File: src/rtl/f2i_pkg.sv
package f2i_pkg;

    typedef enum logic [1:0] {
        RM_NEAR = 2'b00,
        RM_ZERO = 2'b01,
        RM_POS  = 2'b10,
        RM_NEG  = 2'b11
    } rmode_e;

    typedef enum logic [1:0] {
        S_IDLE  = 2'd0,
        S_ALIGN = 2'd1,
        S_ROUND = 2'd2,
        S_PACK  = 2'd3
    } cvt_state_e;

endpackage

File: src/rtl/f2i_unpack.sv
module f2i_unpack #(
    parameter int EXP_W  = 11,
    parameter int FRAC_W = 52,
    localparam int FP_W  = 1 + EXP_W + FRAC_W
) (
    input  logic [FP_W-1:0]   fp_in,
    output logic              sign,
    output logic [EXP_W-1:0]  exp_f,
    output logic [FRAC_W-1:0] frac,
    output logic              is_nan,
    output logic              is_special
);
    always_comb begin
        sign       = fp_in[FP_W-1];
        exp_f      = fp_in[FP_W-2 -: EXP_W];
        frac       = fp_in[FRAC_W-1:0];
        // all-ones exponent: infinity or NaN
        is_special = &exp_f;
        is_nan     = is_special && (|frac);
    end
endmodule

File: src/rtl/f2i_align.sv
module f2i_align #(
    parameter int EXP_W  = 11,
    parameter int FRAC_W = 52,
    parameter int INT_W  = 64
) (
    input  logic [EXP_W-1:0]  exp_f,
    input  logic [FRAC_W-1:0] frac,
    input  logic              is_special,
    output logic [INT_W-1:0]  mag,
    output logic              guard,
    output logic              sticky,
    output logic              big
);
    localparam int MANT_W = FRAC_W + 1;
    localparam int WIDE_W = INT_W - 1 + MANT_W;
    localparam int SH_W   = $clog2(INT_W);
    localparam int EW     = EXP_W + 2;
    localparam logic signed [EW-1:0] BIAS  = EW'((1 << (EXP_W - 1)) - 1);
    localparam logic signed [EW-1:0] E_M1  = -EW'(1);
    localparam logic signed [EW-1:0] E_LIM = EW'(INT_W);

    logic signed [EW-1:0] e_unb;
    logic [WIDE_W-1:0]    wide;

    assign e_unb = $signed({2'b00, exp_f}) - BIAS;

    always_comb begin
        mag    = '0;
        guard  = 1'b0;
        sticky = 1'b0;
        big    = 1'b0;
        wide   = '0;
        if (is_special) begin
            big = 1'b1;
        end else if (exp_f == '0) begin
            // zero or subnormal: whole value lies below one half
            sticky = |frac;
        end else if (e_unb < E_M1) begin
            sticky = 1'b1;
        end else if (e_unb == E_M1) begin
            guard  = 1'b1;
            sticky = |frac;
        end else if (e_unb >= E_LIM) begin
            big = 1'b1;
        end else begin
            wide   = {{(INT_W-1){1'b0}}, 1'b1, frac} << e_unb[SH_W-1:0];
            mag    = wide[WIDE_W-1 -: INT_W];
            guard  = wide[FRAC_W-1];
            sticky = |wide[FRAC_W-2:0];
        end
    end
endmodule

File: src/rtl/f2i_round.sv
module f2i_round
    import f2i_pkg::*;
#(
    parameter int INT_W = 64
) (
    input  logic [INT_W-1:0] mag,
    input  logic             guard,
    input  logic             sticky,
    input  logic             sign,
    input  rmode_e           rm,
    output logic [INT_W:0]   mag_r,
    output logic             lost
);
    logic inc;

    always_comb begin
        unique case (rm)
            RM_NEAR: inc = guard && (sticky || mag[0]);
            RM_ZERO: inc = 1'b0;
            RM_POS:  inc = !sign && (guard || sticky);
            RM_NEG:  inc = sign && (guard || sticky);
            default: inc = 1'b0;
        endcase
        lost  = guard || sticky;
        mag_r = {1'b0, mag} + {{INT_W{1'b0}}, inc};
    end
endmodule

File: src/rtl/f2i_range.sv
module f2i_range #(
    parameter int INT_W  = 64,
    parameter int WORD_W = 32
) (
    input  logic [INT_W:0]   mag_r,
    input  logic             sign,
    input  logic             big,
    input  logic             nan,
    input  logic             lost,
    input  logic             word,
    input  logic             uns,
    output logic [INT_W-1:0] res,
    output logic             inx,
    output logic             inv
);
    // index 0 = full width destination, index 1 = word destination
    logic [INT_W:0]   lim_pos_s [2];
    logic [INT_W:0]   lim_pos_u [2];
    logic [INT_W:0]   lim_neg_s [2];
    logic [INT_W-1:0] max_s     [2];
    logic [INT_W-1:0] max_u     [2];
    logic [INT_W-1:0] min_s     [2];

    for (genvar g = 0; g < 2; g++) begin : g_size
        localparam int DW = (g == 0) ? INT_W : WORD_W;
        assign lim_pos_u[g] = {{(INT_W + 1 - DW){1'b0}}, {DW{1'b1}}};
        assign lim_pos_s[g] = {{(INT_W + 2 - DW){1'b0}}, {(DW - 1){1'b1}}};
        assign lim_neg_s[g] = lim_pos_s[g] + 1'b1;
        assign max_s[g]     = lim_pos_s[g][INT_W-1:0];
        assign max_u[g]     = lim_pos_u[g][INT_W-1:0];
        assign min_s[g]     = ~lim_pos_s[g][INT_W-1:0];
    end

    logic sel;
    logic over;
    logic [INT_W-1:0] low_min;

    always_comb begin
        sel     = word;
        low_min = uns ? '0 : min_s[sel];
        if (big)
            over = 1'b1;
        else if (!sign)
            over = mag_r > (uns ? lim_pos_u[sel] : lim_pos_s[sel]);
        else
            over = mag_r > (uns ? '0 : lim_neg_s[sel]);

        inv = nan || over;
        inx = lost && !inv;

        if (nan)
            res = low_min;
        else if (over)
            res = sign ? low_min : (uns ? max_u[sel] : max_s[sel]);
        else if (sign)
            res = '0 - mag_r[INT_W-1:0];
        else
            res = mag_r[INT_W-1:0];
    end
endmodule

File: src/rtl/f2i_convert.sv
module f2i_convert
    import f2i_pkg::*;
#(
    parameter int EXP_W  = 11,
    parameter int FRAC_W = 52,
    parameter int INT_W  = 64,
    parameter int WORD_W = 32,
    localparam int FP_W  = 1 + EXP_W + FRAC_W
) (
    input  logic              clk,
    input  logic              rst_n,
    input  logic              go,
    input  logic [FP_W-1:0]   operand,
    input  logic              size_word,
    input  logic              is_unsigned,
    input  logic              truncate,
    input  logic [1:0]        rmode,
    output logic [INT_W-1:0]  result,
    output logic              inexact,
    output logic              invalid,
    output logic              done
);
    cvt_state_e state_q, state_d;

    // captured request
    logic [FP_W-1:0] op_q;
    logic            word_q, uns_q;
    rmode_e          rm_q;

    // ALIGN stage registers
    logic             al_sign, al_nan, al_big, al_guard, al_sticky;
    logic [INT_W-1:0] al_mag;

    // ROUND stage registers
    logic             rd_sign, rd_nan, rd_big, rd_lost;
    logic [INT_W:0]   rd_mag;

    // combinational stage outputs
    logic              u_sign, u_nan, u_special;
    logic [EXP_W-1:0]  u_exp;
    logic [FRAC_W-1:0] u_frac;
    logic [INT_W-1:0]  a_mag;
    logic              a_guard, a_sticky, a_big;
    logic [INT_W:0]    r_mag;
    logic              r_lost;
    logic [INT_W-1:0]  p_res;
    logic              p_inx, p_inv;

    f2i_unpack #(.EXP_W(EXP_W), .FRAC_W(FRAC_W)) u_unpack (
        .fp_in(op_q), .sign(u_sign), .exp_f(u_exp), .frac(u_frac),
        .is_nan(u_nan), .is_special(u_special)
    );

    f2i_align #(.EXP_W(EXP_W), .FRAC_W(FRAC_W), .INT_W(INT_W)) u_align (
        .exp_f(u_exp), .frac(u_frac), .is_special(u_special),
        .mag(a_mag), .guard(a_guard), .sticky(a_sticky), .big(a_big)
    );

    f2i_round #(.INT_W(INT_W)) u_round (
        .mag(al_mag), .guard(al_guard), .sticky(al_sticky), .sign(al_sign),
        .rm(rm_q), .mag_r(r_mag), .lost(r_lost)
    );

    f2i_range #(.INT_W(INT_W), .WORD_W(WORD_W)) u_range (
        .mag_r(rd_mag), .sign(rd_sign), .big(rd_big), .nan(rd_nan),
        .lost(rd_lost), .word(word_q), .uns(uns_q),
        .res(p_res), .inx(p_inx), .inv(p_inv)
    );

    // state register
    always_ff @(posedge clk or negedge rst_n) begin
        if (!rst_n) state_q <= S_IDLE;
        else        state_q <= state_d;
    end

    // transitions: accept, step, step, finish
    always_comb begin
        state_d = state_q;
        unique case (state_q)
            S_IDLE:  if (go) state_d = S_ALIGN;
            S_ALIGN: state_d = S_ROUND;
            S_ROUND: state_d = S_PACK;
            S_PACK:  state_d = S_IDLE;
            default: state_d = S_IDLE;
        endcase
    end

    // datapath and outputs
    always_ff @(posedge clk or negedge rst_n) begin
        if (!rst_n) begin
            op_q      <= '0;
            word_q    <= 1'b0;
            uns_q     <= 1'b0;
            rm_q      <= RM_NEAR;
            al_sign   <= 1'b0;
            al_nan    <= 1'b0;
            al_big    <= 1'b0;
            al_guard  <= 1'b0;
            al_sticky <= 1'b0;
            al_mag    <= '0;
            rd_sign   <= 1'b0;
            rd_nan    <= 1'b0;
            rd_big    <= 1'b0;
            rd_lost   <= 1'b0;
            rd_mag    <= '0;
            result    <= '0;
            inexact   <= 1'b0;
            invalid   <= 1'b0;
            done      <= 1'b0;
        end else begin
            done <= (state_q == S_PACK);
            unique case (state_q)
                S_IDLE: if (go) begin
                    op_q   <= operand;
                    word_q <= size_word;
                    uns_q  <= is_unsigned;
                    rm_q   <= truncate ? RM_ZERO : rmode_e'(rmode);
                end
                S_ALIGN: begin
                    al_sign   <= u_sign;
                    al_nan    <= u_nan;
                    al_big    <= a_big;
                    al_guard  <= a_guard;
                    al_sticky <= a_sticky;
                    al_mag    <= a_mag;
                end
                S_ROUND: begin
                    rd_sign <= al_sign;
                    rd_nan  <= al_nan;
                    rd_big  <= al_big;
                    rd_lost <= r_lost;
                    rd_mag  <= r_mag;
                end
                S_PACK: begin
                    result  <= p_res;
                    inexact <= p_inx;
                    invalid <= p_inv;
                end
                default: ;
            endcase
        end
    end

    localparam int HI_W = INT_W - WORD_W + 1;
    logic [HI_W-1:0] hi_bits;
    assign hi_bits = result[INT_W-1:WORD_W-1];

    assert_done_latency_R1: assert property (@(posedge clk) disable iff (!rst_n)
        (go && state_q == S_IDLE) |=> ##3 done);

    assert_done_pulse_R1: assert property (@(posedge clk) disable iff (!rst_n)
        done |=> !done);

    assert_go_ignored_R1: assert property (@(posedge clk) disable iff (!rst_n)
        (state_q != S_IDLE) |=> $stable(op_q));

    assert_word_ext_R4: assert property (@(posedge clk) disable iff (!rst_n)
        (done && word_q) |->
            (uns_q ? (hi_bits[HI_W-1:1] == '0) : ((&hi_bits) || !(|hi_bits))));

    assert_flag_excl_R5: assert property (@(posedge clk) disable iff (!rst_n)
        done |-> !(inexact && invalid));

    assert_nan_invalid_R8: assert property (@(posedge clk) disable iff (!rst_n)
        (done && rd_nan) |-> (invalid && !inexact));

    assert_hold_R11: assert property (@(posedge clk) disable iff (!rst_n)
        (state_q != S_PACK) |=> $stable(result));

endmodule

File: config.mk
export PLATFORM = sky130hd
export DESIGN_NAME = f2i_convert
export DESIGN_NICKNAME = d
export VERILOG_FILES = /design/src/rtl/f2i_pkg.sv /design/src/rtl/f2i_unpack.sv /design/src/rtl/f2i_align.sv /design/src/rtl/f2i_round.sv /design/src/rtl/f2i_range.sv /design/src/rtl/f2i_convert.sv
export SDC_FILE = /design/constraint.sdc
export NUM_CORES = 1
export LEC_CHECK = 0
export BUFFER_PORTS_ARGS = -buffer_cell sky130_fd_sc_hd__buf_4
export CAP_MARGIN = 20
export CORE_AREA = 2 2 207 209
export CTS_BUF_LIST = sky130_fd_sc_hd__clkbuf_16
export CTS_CLUSTER_SIZE = 16
export DETAILED_ROUTE_END_ITERATION = 8
export DIE_AREA = 0 0 209 211
export GPL_TIMING_DRIVEN = 0
export SKIP_CTS_REPAIR_TIMING = 1
export SYNTH_ARGS = -nofsm -noshare
export SYNTH_HDL_FRONTEND = slang
export SYNTH_SLANG_ARGS = --single-unit
File: constraint.sdc
create_clock -name clk -period 5.6 [get_ports clk]
set_clock_uncertainty 0.2 [all_clocks]
set_input_delay 0.56 -clock clk [delete_from_list [all_inputs] [get_ports clk]]
set_output_delay 0.56 -clock clk [all_outputs]
set_load 0.005 [all_outputs]
# == After elaboration in Yosys (flattened, before gate mapping) ==
# Index checks and enable logic that the tools add are counted.
# totals
regBits,275
latch_bits,0
mem_bits_rw,0
romBits,0
inputBits,72
out_inout_bits,67
elab_cells,107
n_memories,0
# classes
n_addsub,3
n_mul,0
div,0
order_cmp,5
eq_ne,8
shift,1
mux,52
n_bitwise,1
reduce_logical,17
# op_table
op,count
64-bit 2-to-1 mux,20
65-bit 2-to-1 mux,8
63-bit 2-to-1 mux,3
65-bit greater-than comparator,2
53-bit by 6-bit << shifter with 116-bit output,1
64-bit by 1-bit adder with 65-bit output,1
1-bit by 64-bit subtractor with 64-bit output (first input constant),1
52-bit OR reduction,1
51-bit OR reduction,1
1-bit 2-to-1 mux,17
13-bit by 1-bit == test with 1-bit output (second input constant),1
13-bit by 8-bit greater-or-equal comparator with 1-bit output (second input constant),1
13-bit by 1-bit < comparator with 1-bit output (second input constant),1
11-bit by 10-bit subtractor with 12-bit output (second input constant),1
11-bit zero test,1
11-bit AND reduction,1
2-bit == test (second input constant),4
2-bit one-hot mux with 4 select lines,1
1-bit logical AND,5
2-bit by 1-bit == test with 1-bit output (second input constant),2
2-bit zero test,2
2-bit 2-to-1 mux,2
1-bit one-hot mux with 4 select lines,1
1-bit logical OR,3
other kinds (5),6

# == Depth between registers and ports, before layout ==
# depth
ltp_word,11
mapped_depth,18

# == Cells and area by module ==
# A second synthesis with hierarchy kept.
# unflattened
hier_cells,2026
area_unflattened_um2,21002.6
# by_module_without_submodules
module,n_inst,cells_per_inst,area_per_inst_um2,seq_area_each_um2
f2i_convert,1,593,10349.9,6881.6
f2i_align,1,698,5333.9,0.0
f2i_range,1,412,3100.5,0.0
f2i_round,1,237,1579.0,0.0
f2i_unpack,1,86,639.4,0.0

# == Worst setup path before layout ==
# Ideal clock, no wire load.
# synth_path
kind,reg2reg
from,reg op_q[52]
to,reg al_sticky
setup_ns,0.131
arrival_ns,4.054
t_required_ns,5.269
setup_slack_ns,1.214
stages_incl_launch_ff,18
cell_sequence,dfrtp_1 buf_2 buf_1 buf_2 inv_1 ha_1 buf_6 buf_6 buf_4 buf_2 mux2_2 a22o_1 mux2i_1 o211ai_1 nor4_1 a22oi_1 nor4_1 a21oi_1
# synth_between
elab_chain_len,8
word_cells_on_any_way,13
classes_between,add/sub: 1; order compare: 2; eq/ne: 1; shift: 1; mux: 5; reduce/logical: 3
# synth_rtl
item,line_no,rtl
"start, declared",f2i_convert.sv:26,logic [FP_W-1:0] op_q;
"start signal, assigned",f2i_convert.sv:114,op_q <= operand;
11-bit by 10-bit subtractor with 12-bit output,f2i_align.sv:25,"assign e_unb = $signed({2'b00, exp_f}) - BIAS;"
53-bit by 6-bit << shifter with 116-bit output,f2i_align.sv:46,"wide = {{(INT_W-1){1'b0}}, 1'b1, frac} << e_unb[SH_W-1:0];"
51-bit OR reduction,f2i_align.sv:49,sticky = |wide[FRAC_W-2:0];
1-bit 2-to-1 mux,f2i_align.sv:43,end else if (e_unb >= E_LIM) begin
1-bit 2-to-1 mux,f2i_align.sv:40,end else if (e_unb == E_M1) begin
1-bit 2-to-1 mux,f2i_align.sv:38,end else if (e_unb < E_M1) begin
1-bit 2-to-1 mux,f2i_align.sv:35,end else if (exp_f == '0) begin
1-bit 2-to-1 mux *,f2i_align.sv:33,if (is_special) begin
"end signal, assigned",f2i_convert.sv:124,al_sticky <= a_sticky;
"end, declared",f2i_convert.sv:31,"logic al_sign, al_nan, al_big, al_guard, al_sticky;"
# Every way passes the cells marked *; elsewhere a longest branch is shown, timed or not.
# A chain may end at the register's enable or synchronous reset.

# == Worst setup path after layout ==
# Ends and elaborated chain as after synthesis.

==> out/qor.yml <==
timing:
  finalSetupTns_ns: 0
  finalHoldViolCount: 0
  setup_viol: 0
  max_clock_freq_mhz: 187
  rsz0062_at_grt: "no"
  worst_pin_slew_ns: 0.957
  min_period_ns: 5.36
  final_max_slew_viol_count: 0
  fin_crit_sh: 0.957
  slew_headroom: 0.344
grt:
  use_met2: 0.501
  grt_pass1_wl_um: 97300
  met3_usage: 0.0395
  antenna_found_initial: 0
  grt-busiest-layer: "met2"
  met1_usage: 0.337
  overflow: 0
  grt_pass1_vias: 16300
  track_usage: 0.285
  grt_max_degree: 116
critical_path:
  worst_ep_arrival_time_ns: 5.64
  cp_max_fo: 10
  crit_family: "multiplexers"
  path_common_cell: "buf_2"
  rrSetupSlack_ns: 0.24
  path_class: "register to register"
  ff2ff_path_depth: 14
  cp_cell_sequence: "buf_2 -> clkbuf_2 -> buf_2 -> inv_1 -> ha_1 -> buf_6 -> buf_2 -> mux4_2 -> mux2i_1 -> mux4_2 -> nand4_1 -> or4_1 -> nor4_1 -> a21oi_1"
  worst_setup_path_start_kind: "register"
  crit_path_max_incr_delay_ns: 0.61
  r2r_start: "op_q[52]"
  critPathSlowestCell: "mux2i_1"
  required_ns: 5.88
  timing.rr.end: "al_sticky"
  crit_path_end_kind: "register"
  critical_path_buf_inv_count: 6
  startpoint: "op_q[52]"
placement:
  dp_hpwl_um: 49900
  dpl_cell_area_sq_um: 20500
  gp_congestion: 1.05
  numPortBuffers: 138
logic_synthesis:
  syn_area_sq_um: 18700
  synth-simple-area-share: 0.165
  synth_fp_nets: 2062
  synth_warnings: 0
  yosysSeqAreaShare: 0.369
  synth_top_family_by_area: "compound AO/OA/AOI/OAI gates"
  synth_edf_count: 0
  synthXorXnorAreaFrac: 0.0600
  ys_ff_latch: 275
  synth_compound_gate_area_share: 0.169
  synth_ff_type: "dfrtp_1"
  syn_avg_cell_area_sq_um: 9.61
  synth_cells: 1942
  synth_adder_area_share: 0.0322
  synthMuxAreaShare: 0.157
  async_reset_ff_frac: 1.00
  synth_cell_types: 88
layout:
  areaGrowthSynthToFinish_pct: 18.5
  n_fill_cell: 3791
  diodes: 0
  final_common_cell: "dfrtp_1"
  drive_gt1_frac: 0.197
  multi_input_area_sq_um: 10900
  final_cell_mix: "dfrtp_1, nand2_1, nor2_1"
  seq_area_sq_um: 6880
  stdcell_area_sq_um: 22100
  finalNetCount: 2305
floorplanning:
  die_area_sq_um: 44100
  io_pins: 139
  num_rows: 75
  die_height_um: 211
  fp.dieW_um: 209
  start_util: 0.447
  fp.coreArea_sq_um: 41800
clocking:
  clk_latency_ns: 0.61
  numCtsBuffers: 30
  htree_levels: 1
  clk_path_buf_depth: 3
  cts-root-buf: "clkbuf_16"
  clk_pin_slew_ns: 0.06
  clkSinkCount: 275
  cts_tree: "done"
detailed_routing:
  post_drt_wl_per_cell_um: 23.2
  detail_route.first_pass.iterations: 5
  wl_um: 63800
  drc: 0
  drtIter0Drc: 1417
  viasPerCell: 6.04
  ant_nets: 0
  vias: 16600
run:
  drv_cap: 0
run_status:
  status: "finished, final reports clean"
hold_path:
  min_path_cells: 3
  hold_start: "rmode[1]"
  hold_end: "rm_q[1]"
  hp-class: "input port to register"
synthesized netlist by cell type (17+ instances only):
master     number  share of area
a21oi_1       118          0.032
a31oi_1        26         0.0087
and3_1         17         0.0057
buf_2          21         0.0056
clkbuf_1       74          0.015
dfrtp_1       275           0.37
ha_1           48          0.032
inv_1          78          0.016
mux2_2         87          0.052
mux2i_1        66          0.035
mux4_2         57          0.069
nand2_1       191          0.038
nand3_1        69          0.018
nand4_1        32          0.011
nor2_1        176          0.035
nor3_1         32         0.0086
nor4_1         38          0.013
o21ai_0        44          0.012
o221ai_2       29          0.023
o22ai_1        67          0.022
o2bb2ai_1      37          0.017
or3_1          18         0.0060
xnor2_1        95          0.045
xor2_1         31          0.015
cell families after synthesis:
kind of cell             count (synthesis)
AND/OR/NAND/NOR                        637
flip-flops                             275
adder cells (fa/ha/maj)                 48
buffers and inverters                  206
AO/OA/AOI/OAI                          439
multiplexers                           210
XOR/XNOR                               127
per-stage QoR:
| step | hold WS [ns] | worst slack (ns) | utilization | std cells |
|---|---|---|---|---|
| floorplan | 0.0644 | 1.21 | - | 1942 |
| global placement | 0.271 | -0.0644 | 0.488 | 2619 |
| detailed placement | 0.267 | -0.00813 | 0.490 | 2623 |
| CTS | -0.321 | -0.0434 | 0.513 | 2677 |
| global route | 0.00124 | 0.0396 | 0.530 | 2746 |
| finish | 0.00737 | 0.240 | 0.530 | 2746 |
sequential cells by signal, summed over array words and instances (netlist names):
name / cells
al_guard: 1
uns_q: 1
done: 1
al_big: 1
result: 64
rm_q: 2
rd_sign: 1
state_q: 2
rd_lost: 1
al_nan: 1
rd_mag: 65
al_mag: 64
invalid: 1
rd_big: 1
word_q: 1
op_q: 64
inexact: 1
al_sign: 1
rd_nan: 1
al_sticky: 1
worst max-delay path by stage:
stage           endpoint  slack, ns  cells past startpoint
5_1_grt        al_sticky       0.04                     17
3_5_place_dp   al_mag[2]     -0.008                     17
4_1_cts        al_mag[2]      -0.04                     17
2_1_floorplan  al_sticky       1.21                     17
3_3_place_gp   al_sticky      -0.06                     17
6_report       al_sticky       0.24                     14
tightest hold or removal path, cell delays in order:
cell	delay (ns)
buf_4	0.10
nand2b_1	0.05
o21ai_0	0.06
cell type report:
cell class                 count  area share
inverter                      79      0.0134
buffer                       127      0.0284
tap                          539      0.0305
timing repair buffer         211      0.0821
clock buffer                  30      0.0339
clock inverter                24     0.00837
sequential                   275       0.311
multi-input combinational   1461       0.492
layer usage:
layer | vias up | share of wire
met5 | - | 0
met4 | 0 | 0.062
met3 | 191 | 0.044
met2 | 582 | 0.49
met1 | 8116 | 0.40
li1 | 7709 | -
Power is not shown: default switching activity piles up to over one toggle a cycle in this logic, so the estimate is an artifact.
